### src/rtl/burst_pkg.sv
package burst_pkg;

    localparam int WORD_W = 16;
    localparam int FLD_W  = 5;
    localparam int LEN_LSB = 8;

    typedef struct packed {
        logic [FLD_W-1:0] len;
        logic [FLD_W-1:0] base;
    } burst_cfg_t;

    typedef enum logic [1:0] {
        ACC_IDLE,
        ACC_CTRL,
        ACC_PORT,
        ACC_PASS
    } acc_kind_t;

    function automatic burst_cfg_t cfg_unpack(input logic [WORD_W-1:0] w);
        burst_cfg_t c;
        c.len  = w[LEN_LSB +: FLD_W];
        c.base = w[0 +: FLD_W];
        return c;
    endfunction

    function automatic logic [WORD_W-1:0] cfg_pack(input burst_cfg_t c);
        logic [WORD_W-1:0] w;
        w = '0;
        w[LEN_LSB +: FLD_W] = c.len;
        w[0 +: FLD_W]       = c.base;
        return w;
    endfunction

endpackage

### src/rtl/burst_cfg_reg.sv
module burst_cfg_reg
    import burst_pkg::*;
(
    input  logic              clk,
    input  logic              rst,
    input  logic              wr_en,
    input  logic [WORD_W-1:0] wr_data,
    output burst_cfg_t        cfg
);

    always_ff @(posedge clk) begin
        if (rst) begin
            cfg <= '0;
        end else if (wr_en) begin
            cfg <= cfg_unpack(wr_data);
        end
    end

endmodule

### src/rtl/burst_index.sv
module burst_index
    import burst_pkg::*;
(
    input  logic             clk,
    input  logic             rst,
    input  logic             clr,
    input  logic             step,
    input  logic [FLD_W-1:0] len,
    output logic [FLD_W-1:0] idx
);

    logic last;
    assign last = (idx == len);

    always_ff @(posedge clk) begin
        if (rst || clr) begin
            idx <= '0;
        end else if (step) begin
            idx <= last ? '0 : idx + 1'b1;
        end
    end

    AST_IDX_STEP: assert property (@(posedge clk) disable iff (rst)
        (step && !clr && idx != len) |=> idx == FLD_W'($past(idx) + 1'b1));
    AST_IDX_WRAP: assert property (@(posedge clk) disable iff (rst)
        (step && !clr && idx == len) |=> idx == '0);
    AST_IDX_CLEAR: assert property (@(posedge clk) disable iff (rst)
        clr |=> idx == '0);
    AST_IDX_HOLD: assert property (@(posedge clk) disable iff (rst)
        (!step && !clr) |=> $stable(idx));

endmodule

### src/rtl/burst_route.sv
module burst_route
    import burst_pkg::*;
#(
    parameter int ADDR_W    = 6,
    parameter int NUM_REGS  = 18,
    parameter int REG_BASE  = 0,
    parameter int CTRL_ADDR = 18,
    parameter int PORT_ADDR = 19
) (
    input  logic [ADDR_W-1:0] bus_addr,
    input  logic              bus_we,
    input  logic              bus_re,
    input  logic [WORD_W-1:0] bus_wdata,
    output logic [WORD_W-1:0] bus_rdata,
    input  burst_cfg_t        cfg,
    input  logic [FLD_W-1:0]  idx,
    output acc_kind_t         kind,
    output logic [ADDR_W-1:0] tgt_addr,
    output logic              tgt_we,
    output logic              tgt_re,
    output logic [WORD_W-1:0] tgt_wdata,
    input  logic [WORD_W-1:0] tgt_rdata
);

    localparam int SUM_W = ADDR_W + 1;

    logic [SUM_W-1:0] win_off;
    logic [SUM_W-1:0] win_addr;
    logic             in_range;

    assign win_off  = SUM_W'(cfg.base) + SUM_W'(idx);
    assign win_addr = win_off + SUM_W'(REG_BASE);
    assign in_range = win_off < SUM_W'(NUM_REGS);

    always_comb begin
        if (!(bus_we || bus_re))                   kind = ACC_IDLE;
        else if (bus_addr == ADDR_W'(CTRL_ADDR))   kind = ACC_CTRL;
        else if (bus_addr == ADDR_W'(PORT_ADDR))   kind = ACC_PORT;
        else                                       kind = ACC_PASS;
    end

    always_comb begin
        tgt_addr  = bus_addr;
        tgt_we    = 1'b0;
        tgt_re    = 1'b0;
        tgt_wdata = bus_wdata;
        bus_rdata = '0;
        unique case (kind)
            ACC_PORT: begin
                tgt_addr = win_addr[ADDR_W-1:0];
                tgt_we   = bus_we && in_range;
                tgt_re   = bus_re && in_range;
                if (bus_re && in_range) bus_rdata = tgt_rdata;
            end
            ACC_PASS: begin
                tgt_we = bus_we;
                tgt_re = bus_re;
                if (bus_re) bus_rdata = tgt_rdata;
            end
            ACC_CTRL: begin
                if (bus_re) bus_rdata = cfg_pack(cfg);
            end
            default: ;
        endcase
    end

endmodule

### src/rtl/burst_redirector.sv
module burst_redirector
    import burst_pkg::*;
#(
    parameter int ADDR_W    = 6,
    parameter int NUM_REGS  = 18,
    parameter int REG_BASE  = 0,
    parameter int CTRL_ADDR = 18,
    parameter int PORT_ADDR = 19
) (
    input  logic              clk,
    input  logic              rst,
    input  logic [ADDR_W-1:0] bus_addr,
    input  logic              bus_we,
    input  logic              bus_re,
    input  logic [15:0]       bus_wdata,
    output logic [15:0]       bus_rdata,
    output logic [ADDR_W-1:0] tgt_addr,
    output logic              tgt_we,
    output logic              tgt_re,
    output logic [15:0]       tgt_wdata,
    input  logic [15:0]       tgt_rdata
);

    burst_cfg_t       cfg;
    logic [FLD_W-1:0] idx;
    acc_kind_t        kind;
    logic             cfg_wr;
    logic             port_hit;

    assign cfg_wr   = (kind == ACC_CTRL) && bus_we;
    assign port_hit = (kind == ACC_PORT);

    burst_cfg_reg u_cfg (
        .clk     (clk),
        .rst     (rst),
        .wr_en   (cfg_wr),
        .wr_data (bus_wdata),
        .cfg     (cfg)
    );

    burst_index u_idx (
        .clk  (clk),
        .rst  (rst),
        .clr  (cfg_wr),
        .step (port_hit),
        .len  (cfg.len),
        .idx  (idx)
    );

    burst_route #(
        .ADDR_W    (ADDR_W),
        .NUM_REGS  (NUM_REGS),
        .REG_BASE  (REG_BASE),
        .CTRL_ADDR (CTRL_ADDR),
        .PORT_ADDR (PORT_ADDR)
    ) u_route (
        .bus_addr  (bus_addr),
        .bus_we    (bus_we),
        .bus_re    (bus_re),
        .bus_wdata (bus_wdata),
        .bus_rdata (bus_rdata),
        .cfg       (cfg),
        .idx       (idx),
        .kind      (kind),
        .tgt_addr  (tgt_addr),
        .tgt_we    (tgt_we),
        .tgt_re    (tgt_re),
        .tgt_wdata (tgt_wdata),
        .tgt_rdata (tgt_rdata)
    );

    logic beyond_window;
    assign beyond_window = (int'(cfg.base) + int'(idx)) >= NUM_REGS;

    AST_OOR_DROP: assert property (@(posedge clk) disable iff (rst)
        (bus_addr == ADDR_W'(PORT_ADDR) && beyond_window)
            |-> (!tgt_we && !tgt_re && bus_rdata == '0));
    AST_RSV_ZERO: assert property (@(posedge clk) disable iff (rst)
        (bus_re && bus_addr == ADDR_W'(CTRL_ADDR))
            |-> (bus_rdata[15:13] == '0 && bus_rdata[7:5] == '0));
    AST_PASS_THRU: assert property (@(posedge clk) disable iff (rst)
        (bus_addr != ADDR_W'(CTRL_ADDR) && bus_addr != ADDR_W'(PORT_ADDR))
            |-> (tgt_addr == bus_addr && tgt_we == bus_we && tgt_re == bus_re));

endmodule

### config.mk
export PLATFORM = sky130hd
export DESIGN_NAME = burst_redirector
export DESIGN_NICKNAME = d
export VERILOG_FILES = /design/src/rtl/burst_pkg.sv /design/src/rtl/burst_cfg_reg.sv /design/src/rtl/burst_index.sv /design/src/rtl/burst_route.sv /design/src/rtl/burst_redirector.sv
export SDC_FILE = /design/constraint.sdc
export NUM_CORES = 1
export LEC_CHECK = 0
export BUFFER_PORTS_ARGS = -buffer_cell sky130_fd_sc_hd__buf_2
export CORE_UTILIZATION = 47
export CTS_CLUSTER_SIZE = 14
export DETAILED_ROUTE_END_ITERATION = 10
export GPL_TIMING_DRIVEN = 0
export HOLD_SLACK_MARGIN = 0.05
export PLACE_DENSITY = 0.86
export SETUP_SLACK_MARGIN = 0.2
export SYNTH_ARGS = -nofsm -noshare
export SYNTH_HDL_FRONTEND = slang
export SYNTH_SLANG_ARGS = --single-unit
### constraint.sdc
create_clock -name clk -period 4.28 [get_ports clk]
set_input_delay 0.856 -clock clk [delete_from_list [all_inputs] [get_ports clk]]
set_output_delay 0.856 -clock clk [all_outputs]
set_load 0.02 [all_outputs]
# Word-level counts from Yosys, hierarchy flattened
# Cells that the tools add are included.
[classes] addsub=2 n_lt_le_gt_ge=1 n_eq_ne=6 muxes=11 n_reduce_logical=5
[op_table] operator="$pmux 16 s3" count=1
[op_table] operator="$mux 16" count=2
[op_table] operator="$mux 13" count=1
[op_table] operator="$eq 6x5->1 const B" count=2
[op_table] operator="$lt 7x5->1 const B" count=1
[op_table] operator="$add 5x5->6" count=1
[op_table] operator="$mux 6" count=1
[op_table] operator="$add 5x1->5 const B" count=1
[op_table] operator="$eq 5x5->1" count=1
[op_table] operator="$mux 5" count=1
[op_table] operator="$eq 2x2->1 const B" count=2
[op_table] operator="$mux 2" count=2
[op_table] operator="$pmux 1 s2" count=2
[op_table] operator="$logic_and 1x1->1" count=3
[op_table] operator="$eq 2x1->1 const B" count=1
[op_table] operator="$logic_or 1x1->1" count=2
[op_table] operator="$mux 1" count=1
[totals] regBits=15 in_bits=42 out_inout_bits=40 wordCells=28

# Longest topological paths before layout
# Gate-level depths: netlist of the first run.
[depth] word_depth=7 mapped_depth=8 ltp_nobuf=7

# Modules after synthesis
# Synthesis of the first run repeated with hierarchy kept, for this count alone.
[unflattened] hier_cells=189 area_unflattened_um2=1458.9
[by_module_without_submodules] module="burst_route" n_inst=1 cells_each=128 area_each_um2=802.0 seq_area_each_um2=0.0
[by_module_without_submodules] module="burst_cfg_reg" n_inst=1 cells_each=32 area_each_um2=352.8 seq_area_each_um2=200.2
[by_module_without_submodules] module="burst_index" n_inst=1 cells_each=27 area_each_um2=289.0 seq_area_each_um2=100.1
[by_module_without_submodules] module="burst_redirector" n_inst=1 cells_each=2 area_each_um2=15.0 seq_area_each_um2=0.0

# Worst setup path before layout of the first run
# OpenSTA, ideal clock, no wires.
[synth_path] path_kind="input to output" startpoint="in bus_addr[5]" endpoint="out bus_rdata[1]" arrival_time_ns=2.541 t_required_ns=3.424 slack_ns=0.883 path_stages=6 n_path_buf=2 cell_sequence="or4b_4 > buf_6 > nor3_4 > buf_2 > nand2_1 > a311oi_1"
[synth_via] elab_chain_cells=6 elab_cells_between_ends=9 classes_between="eq/ne: 5; mux: 4"
[synth_lines] item="start, declared" line_no="burst_redirector.sv:12" text="input logic [ADDR_W-1:0] bus_addr,"
[synth_lines] item="$eq 6x5->1" line_no="burst_route.sv:38" text="else if (bus_addr == ADDR_W'(PORT_ADDR)) kind = ACC_PORT;"
[synth_lines] item="$mux 1" line_no="burst_route.sv:38"
[synth_lines] item="$mux 2 *" line_no="burst_route.sv:37" text="else if (bus_addr == ADDR_W'(CTRL_ADDR)) kind = ACC_CTRL;"
[synth_lines] item="$mux 2 *" line_no="burst_route.sv:36" text="if (!(bus_we || bus_re)) kind = ACC_IDLE;"
[synth_lines] item="$eq 2x1->1 / $eq 2x2->1 (equally long branches)" line_no="burst_route.sv:48" text="unique case (kind)"
[synth_lines] item="$pmux 16 s3 *" line_no="burst_route.sv:48"
[synth_lines] item="end, declared" line_no="burst_redirector.sv:16" text="output logic [15:0] bus_rdata,"
# Mark *: on every way between the ends. The rest lies on a longest branch, timed or not.

# Worst setup path after layout of the first run
[layout_path] startpoint="reg u_idx.idx[0]" endpoint="out bus_rdata[9]"
[layout_via] elab_chain_cells=5
[layout_lines] item="start, declared" line_no="burst_index.sv:9" text="output logic [FLD_W-1:0] idx"
[layout_lines] item="start signal, assigned" line_no="burst_index.sv:19" text="idx <= last ? '0 : idx + 1'b1;"
[layout_lines] item="$add 5x5->6" line_no="burst_route.sv:31" text="assign win_off = SUM_W'(cfg.base) + SUM_W'(idx);"
[layout_lines] item="$lt 7x5->1" line_no="burst_route.sv:33" text="assign in_range = win_off < SUM_W'(NUM_REGS);"
[layout_lines] item="$logic_and 1x1->1" line_no="burst_route.sv:53" text="if (bus_re && in_range) bus_rdata = tgt_rdata;"
[layout_lines] item="$mux 16" line_no="burst_route.sv:53"
[layout_lines] item="$pmux 16 s3" line_no="burst_route.sv:48"
# Every way passes these cells.

==> results of run 1 <==
sequential cells by signal, indices dropped and copies added, names as in the netlist:
signal	flops
u_cfg.cfg	10
u_idx.idx	5
stage by stage:
stage	power (W)	instances	setup slack, ps
after detailed placement	0.000249	290	803
after global placement	0.000248	290	778
final	0.000322	294	555
after floorplan	0.000209	185	883
after CTS	0.000325	294	567
after global routing	0.000340	294	398
per-layer routing:
layer / GRT usage, % / vias up / wire [um]
li1: - / 801 / -
met1: 28.2 / 704 / 1500
met2: 40.3 / 70 / 1760
met3: 3.26 / 6 / 265
met4: 8.71 / 0 / 48
met5: 0 / - / 0
worst max-delay path, cell delays in order (launching register included):
cell,delay [ps]
sky130_fd_sc_hd__dfxtp_1,390
sky130_fd_sc_hd__ha_1,250
sky130_fd_sc_hd__fa_1,420
sky130_fd_sc_hd__a21o_1,190
sky130_fd_sc_hd__a21oi_1,180
sky130_fd_sc_hd__xnor2_1,190
sky130_fd_sc_hd__o221ai_2,260
sky130_fd_sc_hd__buf_2,250
sky130_fd_sc_hd__a311oi_1,250
sky130_fd_sc_hd__buf_2,210
layout make-up:
type	instances	area, um^2
Timing Repair Buffer	74	370
Buffer	27	175
Sequential cell	15	300
Tap cell	31	38.8
Fill cell	258	948
Clock buffer	4	26.3
Inverter	5	18.8
Multi-Input combinational cell	138	880
kinds of logic after synthesis:
group,Yosys count,synth area share (%)
AND/OR/NAND/NOR,67,24.8
AO/OA/AOI/OAI,53,25.3
buffers and inverters,32,14.1
flip-flops,15,21.9
XOR/XNOR,11,7.01
adder cells (fa/ha/maj),7,6.92
power groups by stage:
stage               logic (W)  registers, W  clock network (W)
floorplan           0.0000654      0.000144                  0
global placement     0.000104      0.000144                  0
detailed placement   0.000105      0.000144                  0
CTS                  0.000105      0.000141          0.0000785
global route         0.000113      0.000141          0.0000866
finish               0.000105      0.000141          0.0000761
synthesized netlist by cell type:
cell type	n	share of area, %
sky130_fd_sc_hd__a211oi_1	1	0.55
sky130_fd_sc_hd__a211oi_2	1	0.91
sky130_fd_sc_hd__a21boi_0	2	1.1
sky130_fd_sc_hd__a21o_1	1	0.55
sky130_fd_sc_hd__a21oi_1	31	11
sky130_fd_sc_hd__a311oi_1	10	6.4
sky130_fd_sc_hd__buf_2	5	1.8
sky130_fd_sc_hd__buf_4	16	8.7
sky130_fd_sc_hd__buf_6	1	0.82
sky130_fd_sc_hd__clkbuf_1	5	1.4
sky130_fd_sc_hd__dfxtp_1	15	22
sky130_fd_sc_hd__fa_1	1	1.5
sky130_fd_sc_hd__ha_1	6	5.5
sky130_fd_sc_hd__inv_1	5	1.4
sky130_fd_sc_hd__nand2_1	30	8.2
sky130_fd_sc_hd__nand3_1	10	3.6
sky130_fd_sc_hd__nand3b_1	1	0.55
sky130_fd_sc_hd__nand4_1	3	1.4
sky130_fd_sc_hd__nor2_1	12	3.3
sky130_fd_sc_hd__nor2_2	1	0.46
sky130_fd_sc_hd__nor3_1	2	0.73
sky130_fd_sc_hd__nor3_4	1	1.2
sky130_fd_sc_hd__nor3b_1	2	1.1
sky130_fd_sc_hd__nor4_1	1	0.46
sky130_fd_sc_hd__nor4_4	1	1.5
sky130_fd_sc_hd__o21a_1	1	0.55
sky130_fd_sc_hd__o21ai_0	1	0.36
sky130_fd_sc_hd__o21bai_1	2	1.1
sky130_fd_sc_hd__o221ai_2	1	1.1
sky130_fd_sc_hd__o31ai_1	1	0.55
sky130_fd_sc_hd__o31ai_2	1	0.91
sky130_fd_sc_hd__or3_1	1	0.46
sky130_fd_sc_hd__or4_4	1	0.82
sky130_fd_sc_hd__or4b_4	1	1.0
sky130_fd_sc_hd__xnor2_1	5	3.2
sky130_fd_sc_hd__xor2_1	6	3.8
worst min path at each step:
stage               slack (ps)           end          from
CTS                        510  u_cfg.cfg[0]  u_cfg.cfg[0]
detailed placement         500  u_cfg.cfg[0]  u_cfg.cfg[0]
finish                     510  u_cfg.cfg[3]  u_cfg.cfg[3]
floorplan                  470  u_cfg.cfg[0]  u_cfg.cfg[0]
global placement           490  u_cfg.cfg[3]  u_cfg.cfg[3]
global route               530  u_cfg.cfg[0]  u_cfg.cfg[0]
==> results, run 1 <==
- The run finished with clean final reports.
- Dividing the detail-routed wire length by the instance count gives 12.2 um.
- The clock transition at the registers of the reported paths is 80 ps.
- The setup-violating endpoint count in the final report is 0.
- For this design, the sink count on the clock tree is 15.
- The post-synthesis sequential element count is 15.
- The highest achievable clock rate is 268 MHz.
- Subtracting the final worst setup slack from the clock period gives 3720 ps.
- The half-perimeter wire length of the detailed placement result is 2900 um.
- The count of warnings emitted by yosys is 0.
- The first global-routing pass estimated 5820 um of wire.
- The hold violation total from the final report was 0.
- Counting the buffers created by CTS gives 3.
- The worst setup path is of the reg -> out kind.
- The net count of the finished layout is 313.
- The tightest hold path in the finished design has a slack of 510 ps.
- The length of the first detailed-routing pass in iterations is 4.
- The count of buffers from port buffering is 74.
- The path class of the tightest hold or removal check is reg -> reg.
- In this run the vertical extent of the chip is 56.1 um.
- For this design the ratio of total power to cell area is 178 mW/mm^2.
- The final estimated routing congestion in global placement is 0.835.
- The count of pins over their slew limit is 0.
- Setup repair after global routing left no endpoint under its margin.
- The standby leakage power is 0.852 nW.
- Internal power comes to 0.000221 W.
- Compared with the post-synthesis result, the final layout area differs by 31.7%.
- Counting along the longest clock path gives a buffer depth of 2.
- The number of cells on the worst reg-to-reg path is 5.
- The initial cell density of the core is 49.8%.
- Post-CTS timing repair inserted 0 buffers for setup.
- In this run the tightest slew margin relative to its limit is 68.4%.
- Measured along the x axis, the die boundary spans 56.1 um.
- The average via count per standard cell is 5.38.
- The share of the clock period used by the worst path is 87.0%.
- The startpoint identified for the worst register-to-register timing path is u_cfg.cfg[7].
- The fraction of power consumed by sequential logic is 43.7%.
- For this run, design rule violations remaining after detail routing come to 0.
- The hold path depth is 2.
- The arrival time of data at the critical path endpoint is 2870 ps.
- STA puts the critical path data required time at 3420 ps.
- Summing every instance area after synthesis gives 0.00137 mm^2.
- The post-synthesis instance total is 185.
- The max-capacitance violation count is 0.
- The final-layout setup total negative slack is 0 ps.
- 0 antenna diodes ended up in the layout.
- For this design the top-level I/O count stands at 82.
- Leaving out fill and tap cells, the most frequent cells in the layout are sky130_fd_sc_hd__buf_2, sky130_fd_sc_hd__a21oi_1, sky130_fd_sc_hd__nand2_1.
- The first-iteration detailed-routing DRC count is 94.
- Leaving out fill and tap cells, the most frequent cell in the layout is sky130_fd_sc_hd__buf_2.
- The final standard cell utilization of the core is 65.6%.
- The pin count of the biggest net entering global routing is 11.
- The worst flop-to-flop path endpoint is u_idx.idx[3].
- VDD sags by at most 0.148 mV.
- The number of cells upsized or downsized after cts is 0.
- The root buffer cell chosen for the clock tree is sky130_fd_sc_hd__clkbuf_4.
- The initial antenna violation count came to 0.
- Clock latency on the worst-skew pair, taken at its later pin, is 280 ps.
- Combinational logic burns 32.7% of the power.
- The TritonCTS clock tree is built.
- Dividing the synthesized area by the synthesized cell count gives 7.43 um^2.
- The total length of routed wires is 3580 um.
- The clock network is responsible for 23.6% of the overall power.
- The total vias in the final route is 1,581.
- Following the worst setup path forward leads to its endpoint at bus_rdata[9].
- The remaining global-route overflow is 0.
- The critical path capture point type is an output port.
- The switching power total is 0.000101 W.
- The source of the critical timing path is u_idx.idx[0].
- The sequential cell area fraction in the yosys report is 21.9%.
- The finished cells cover 0.00181 mm^2.
- In this run the core area contains 19 standard-cell rows.
- The synthesized netlist contains 36 unique library cells.
- In the final layout, the share of cells above drive strength 1 is 40.7%.
- The via count of the first global-routing pass is 1,357.
- The detail route stage leaves a number of antenna-violating nets equal to 0.
- The number of nets produced by synthesis is 234.
- Of all nets on the critical path, the largest fanout is 10.
- Once placement finished, the instance area stood at 0.00178 mm^2.
- The type of element launching the critical path is a flip-flop.
- The total routing usage reported by global routing is 22.9%.
- The deepest level of the CTS H-tree is 1.
- The share of total power consumed by net switching is 31.5%.
- After clock tree synthesis, the flow added hold-fix buffers numbering 0.
- The setup check on the worst reg-to-reg path leaves a slack of 3020 ps.
- Across the routed clock network, the largest skew measured is 7.70 ps.
- The slew at the pin closest to its max-slew limit is 470 ps.
- The area of the core is 0.00276 mm^2.
- The die footprint is 0.00314 mm^2.
Power figures use the tool's default switching activity.
==> run 2, diff against run 1 <==
- CORE_ASPECT_RATIO: not set -> 1.75
- PLACE_DENSITY: 0.86 -> 0.95
==> run 2 against run 1 <==
Die area up 0.27%. Global-route usage up 1.8 points. Wire length up 8.6%. Total power up 12%. Design area up 0.76%. Highest routed layer unchanged. Cell count down 1.4%. Via count up 1.6%. Sequential power about the same. Largest cell class unchanged. Hold slack better by 3.6 ps. Critical path depth unchanged. Register-to-register slack better by 30 ps.
==> results, run 2 (same netlist as run 1, synthesis figures left out) <==
- The flow ran to the end, and the final reports show no timing, DRC or antenna violations.
- The hold violation total from the final report is 0.
- Once the floorplan was initialized, standard cells occupied 49.9% of the core.
- The global-route wire length before repair is 6020 um.
- The register with the most flip-flops in the layout has 10 of them.
- The switching power total is 0.000109 W.
- Setup repair after global routing left no endpoint under its margin.
- The worst pin sits at a relative slew slack of 69.0%.
- The vertical extent of the die is 73.5 um.
- The final standard cell count with taps included and fillers excluded is 290.
- After filler insertion, the fill cell instance count of the layout stands at 256.
- Buffers inserted to repair hold after CTS numbered 0.
- Dividing the detail-routed via count by the number of cells gives 5.54.
- The share of cells above drive strength 1 is 40.7%.
- The half-perimeter wire length of the detailed placement result is 3140 um.
- The worst hold slack after final layout is 514 ps.
- The maximum vdd drop is 0.176 mV.
- Across the routed clock network, the largest skew measured is 0.962 ps.
- The buffer depth of the longest clock path is 2.
- The final layout contains 313 nets.
- The analysis attributes to cell leakage a power of 0.860 nW.
- STA puts the critical path data arrival time at 2790 ps.
- Measured on the finished design, the core utilization comes to 66.2%.
- Static timing analysis puts the maximum clock frequency at 274 MHz.
- Leaving out fill and tap cells, the most frequent cell in the layout is sky130_fd_sc_hd__buf_2.
- The TritonCTS clock tree is built.
- The via count of the first global-routing pass is 1,435.
- After detailed routing, the average wire length per cell comes to 13.4 um.
- The largest registers in the layout are u_cfg.cfg x10, u_idx.idx x5.
- The slew at the pin closest to its max-slew limit is 462 ps.
- Summing over every cut layer, the via total after detailed routing is 1,606.
- The remaining global-route overflow is 0.
- Counting tap cells, the placed design contains a total of 286 instances.
- The setup-violating endpoint count in the final report is 0.
- The number of sinks handled by clock tree synthesis is 15.
- The type of element launching the critical path is a flip-flop.
- The initial antenna violation count was 0.
- Summing all multi-input logic gate instances after layout gives 880 um^2.
- STA classifies the critical path endpoint as an output port.
- Of all nets on the critical path, the largest fanout is 10.
- Leaving out fill and tap cells, the most frequent cells in the layout are sky130_fd_sc_hd__buf_2, sky130_fd_sc_hd__a21oi_1, sky130_fd_sc_hd__nand2_1.
- The die covers 0.00315 mm^2.
- Routed signal wires occupy layers up through met4.
- The detailed router put a total of 1410 um of wire on met1.
- After clock tree synthesis, the clock-pin slew on the worst setup and hold paths is 50 ps.
- Cell internal power was estimated by the tool at 0.000251 W.
- After layout, the worst path uses 85.3% of the clock period.
- The clock network burns 31.3% of the power.
- The core region is 0.00275 mm^2.
- After detailed routing, the number of remaining DRC violations is 0.
- The first detailed-routing pass ran for 4 iterations.
- Summed over all nets, wire length on met2 after detailed routing comes to 2190 um.
- The routed design has 3890 um of wire.
- The combined flip-flop and latch cell area is 300 um^2.
- The number of diodes added for antenna fixing is 0.
- The class of the most critical setup path is reg -> out.
- The final-layout setup total negative slack is 0 ps.
- During placement, the flow inserted port buffers numbering 74.
- Per report_power, the sequential group accounts for 39.2% of the total.
- The die width is 42.9 um.
- The number of cells upsized or downsized after cts is 0.
- The top-level I/O count is 82.
- The max-capacitance violation count is 0.
- The area growth from synthesis to layout is 32.7%.
- The shortest period the worst path allows is 3650 ps.
- CTS built an H-tree with a depth of 1.
- The length of routed met3 wiring is 166 um.
- The count of pins over their slew limit came to 0.
- The power per unit of standard cell area is 197 mW/mm^2.
- The congestion estimate from routability-driven global placement came to 0.897.
- For the worst-skew pair, the clock arrives at the later sink with an insertion delay of 250 ps.
- The total routing usage reported by global routing is 24.8%.
- The number of cells on the worst reg-to-reg path is 5.
- In this run, the combinational gates consume 29.5% of the power.
- Along the worst hold path, the cell count comes to 2.
- The count of nets left with antenna violations once routing finished came out at 0.
- The required time of the critical path is 3420 ps.
- Entering global routing, the biggest net connects 11 pins.
- The TritonCTS buffer count is 3.
- For this block, the initial DRC count from the detailed router was 44.
- The register with the most flip-flops is u_cfg.cfg.
- The placement row count is 25.
- Net switching is 30.3% of the power.
- After clock tree synthesis, the setup repair step added 0 buffers.
- The tightest min-delay check is of the reg -> reg type.
- The tree is rooted in a sky130_fd_sc_hd__clkbuf_8.
-- run 2: changes by cell type in the layout (fill, tap and decap cells not counted) --
cell / before / now
sky130_fd_sc_hd__clkbuf_4: 3 / 0
sky130_fd_sc_hd__clkbuf_8: 0 / 3
-- run 2: cell type report --
type / count / share of cell area (%)
tap: 27 / 1.85
buffer: 27 / 9.61
clock buffer: 4 / 2.47
sequential: 15 / 16.5
inverter: 5 / 1.03
timing repair buffer: 74 / 20.3
multi-input combinational: 138 / 48.2
-- run 2: critical path, stage by stage (launching register included) --
cell and delay [ps]:
sky130_fd_sc_hd__dfxtp_1 360, sky130_fd_sc_hd__ha_1 240, sky130_fd_sc_hd__fa_1 440, sky130_fd_sc_hd__a21o_1 200, sky130_fd_sc_hd__a21oi_1 160, sky130_fd_sc_hd__xnor2_1 180, sky130_fd_sc_hd__o221ai_2 260, sky130_fd_sc_hd__buf_2 250
sky130_fd_sc_hd__a311oi_1 230, sky130_fd_sc_hd__buf_2 210
-- run 2: power by group through the flow --
stage	Sequential (W)	Combinational, W	Clock [W]
floorplan	0.000144	0.0000654	0
global placement	0.000144	0.000105	0
detailed placement	0.000144	0.000106	0
CTS	0.000141	0.000106	0.000115
global route	0.000141	0.000114	0.000119
finish	0.000141	0.000106	0.000113
-- run 2: path summary, 6_finish.rpt --
| kind | to | startpoint | slack, ps |
|---|---|---|---|
| max | bus_rdata[9] | u_idx.idx[0] | 630 |
| min | u_cfg.cfg[7] | u_cfg.cfg[7] | 510 |
| max reg2reg | u_idx.idx[0] | u_idx.idx[2] | 3050 |
| min reg2reg | u_cfg.cfg[7] | u_cfg.cfg[7] | 510 |
-- run 2: layer usage --
metal | track usage [%] | vias up
met5 | 0 | -
met3 | 2.46 | 11
met1 | 24.7 | 732
li1 | - | 800
met4 | 13.5 | 0
met2 | 47.8 | 63
-- run 2: per-stage QoR --
step / cell area (um^2) / power [W] / setup slack (ps)
after global placement: 1780 / 0.000249 / 792
final: 1820 / 0.000360 / 630
after global routing: 1820 / 0.000374 / 430
after floorplan: 1370 / 0.000209 / 883
after CTS: 1820 / 0.000362 / 631
after detailed placement: 1780 / 0.000250 / 760
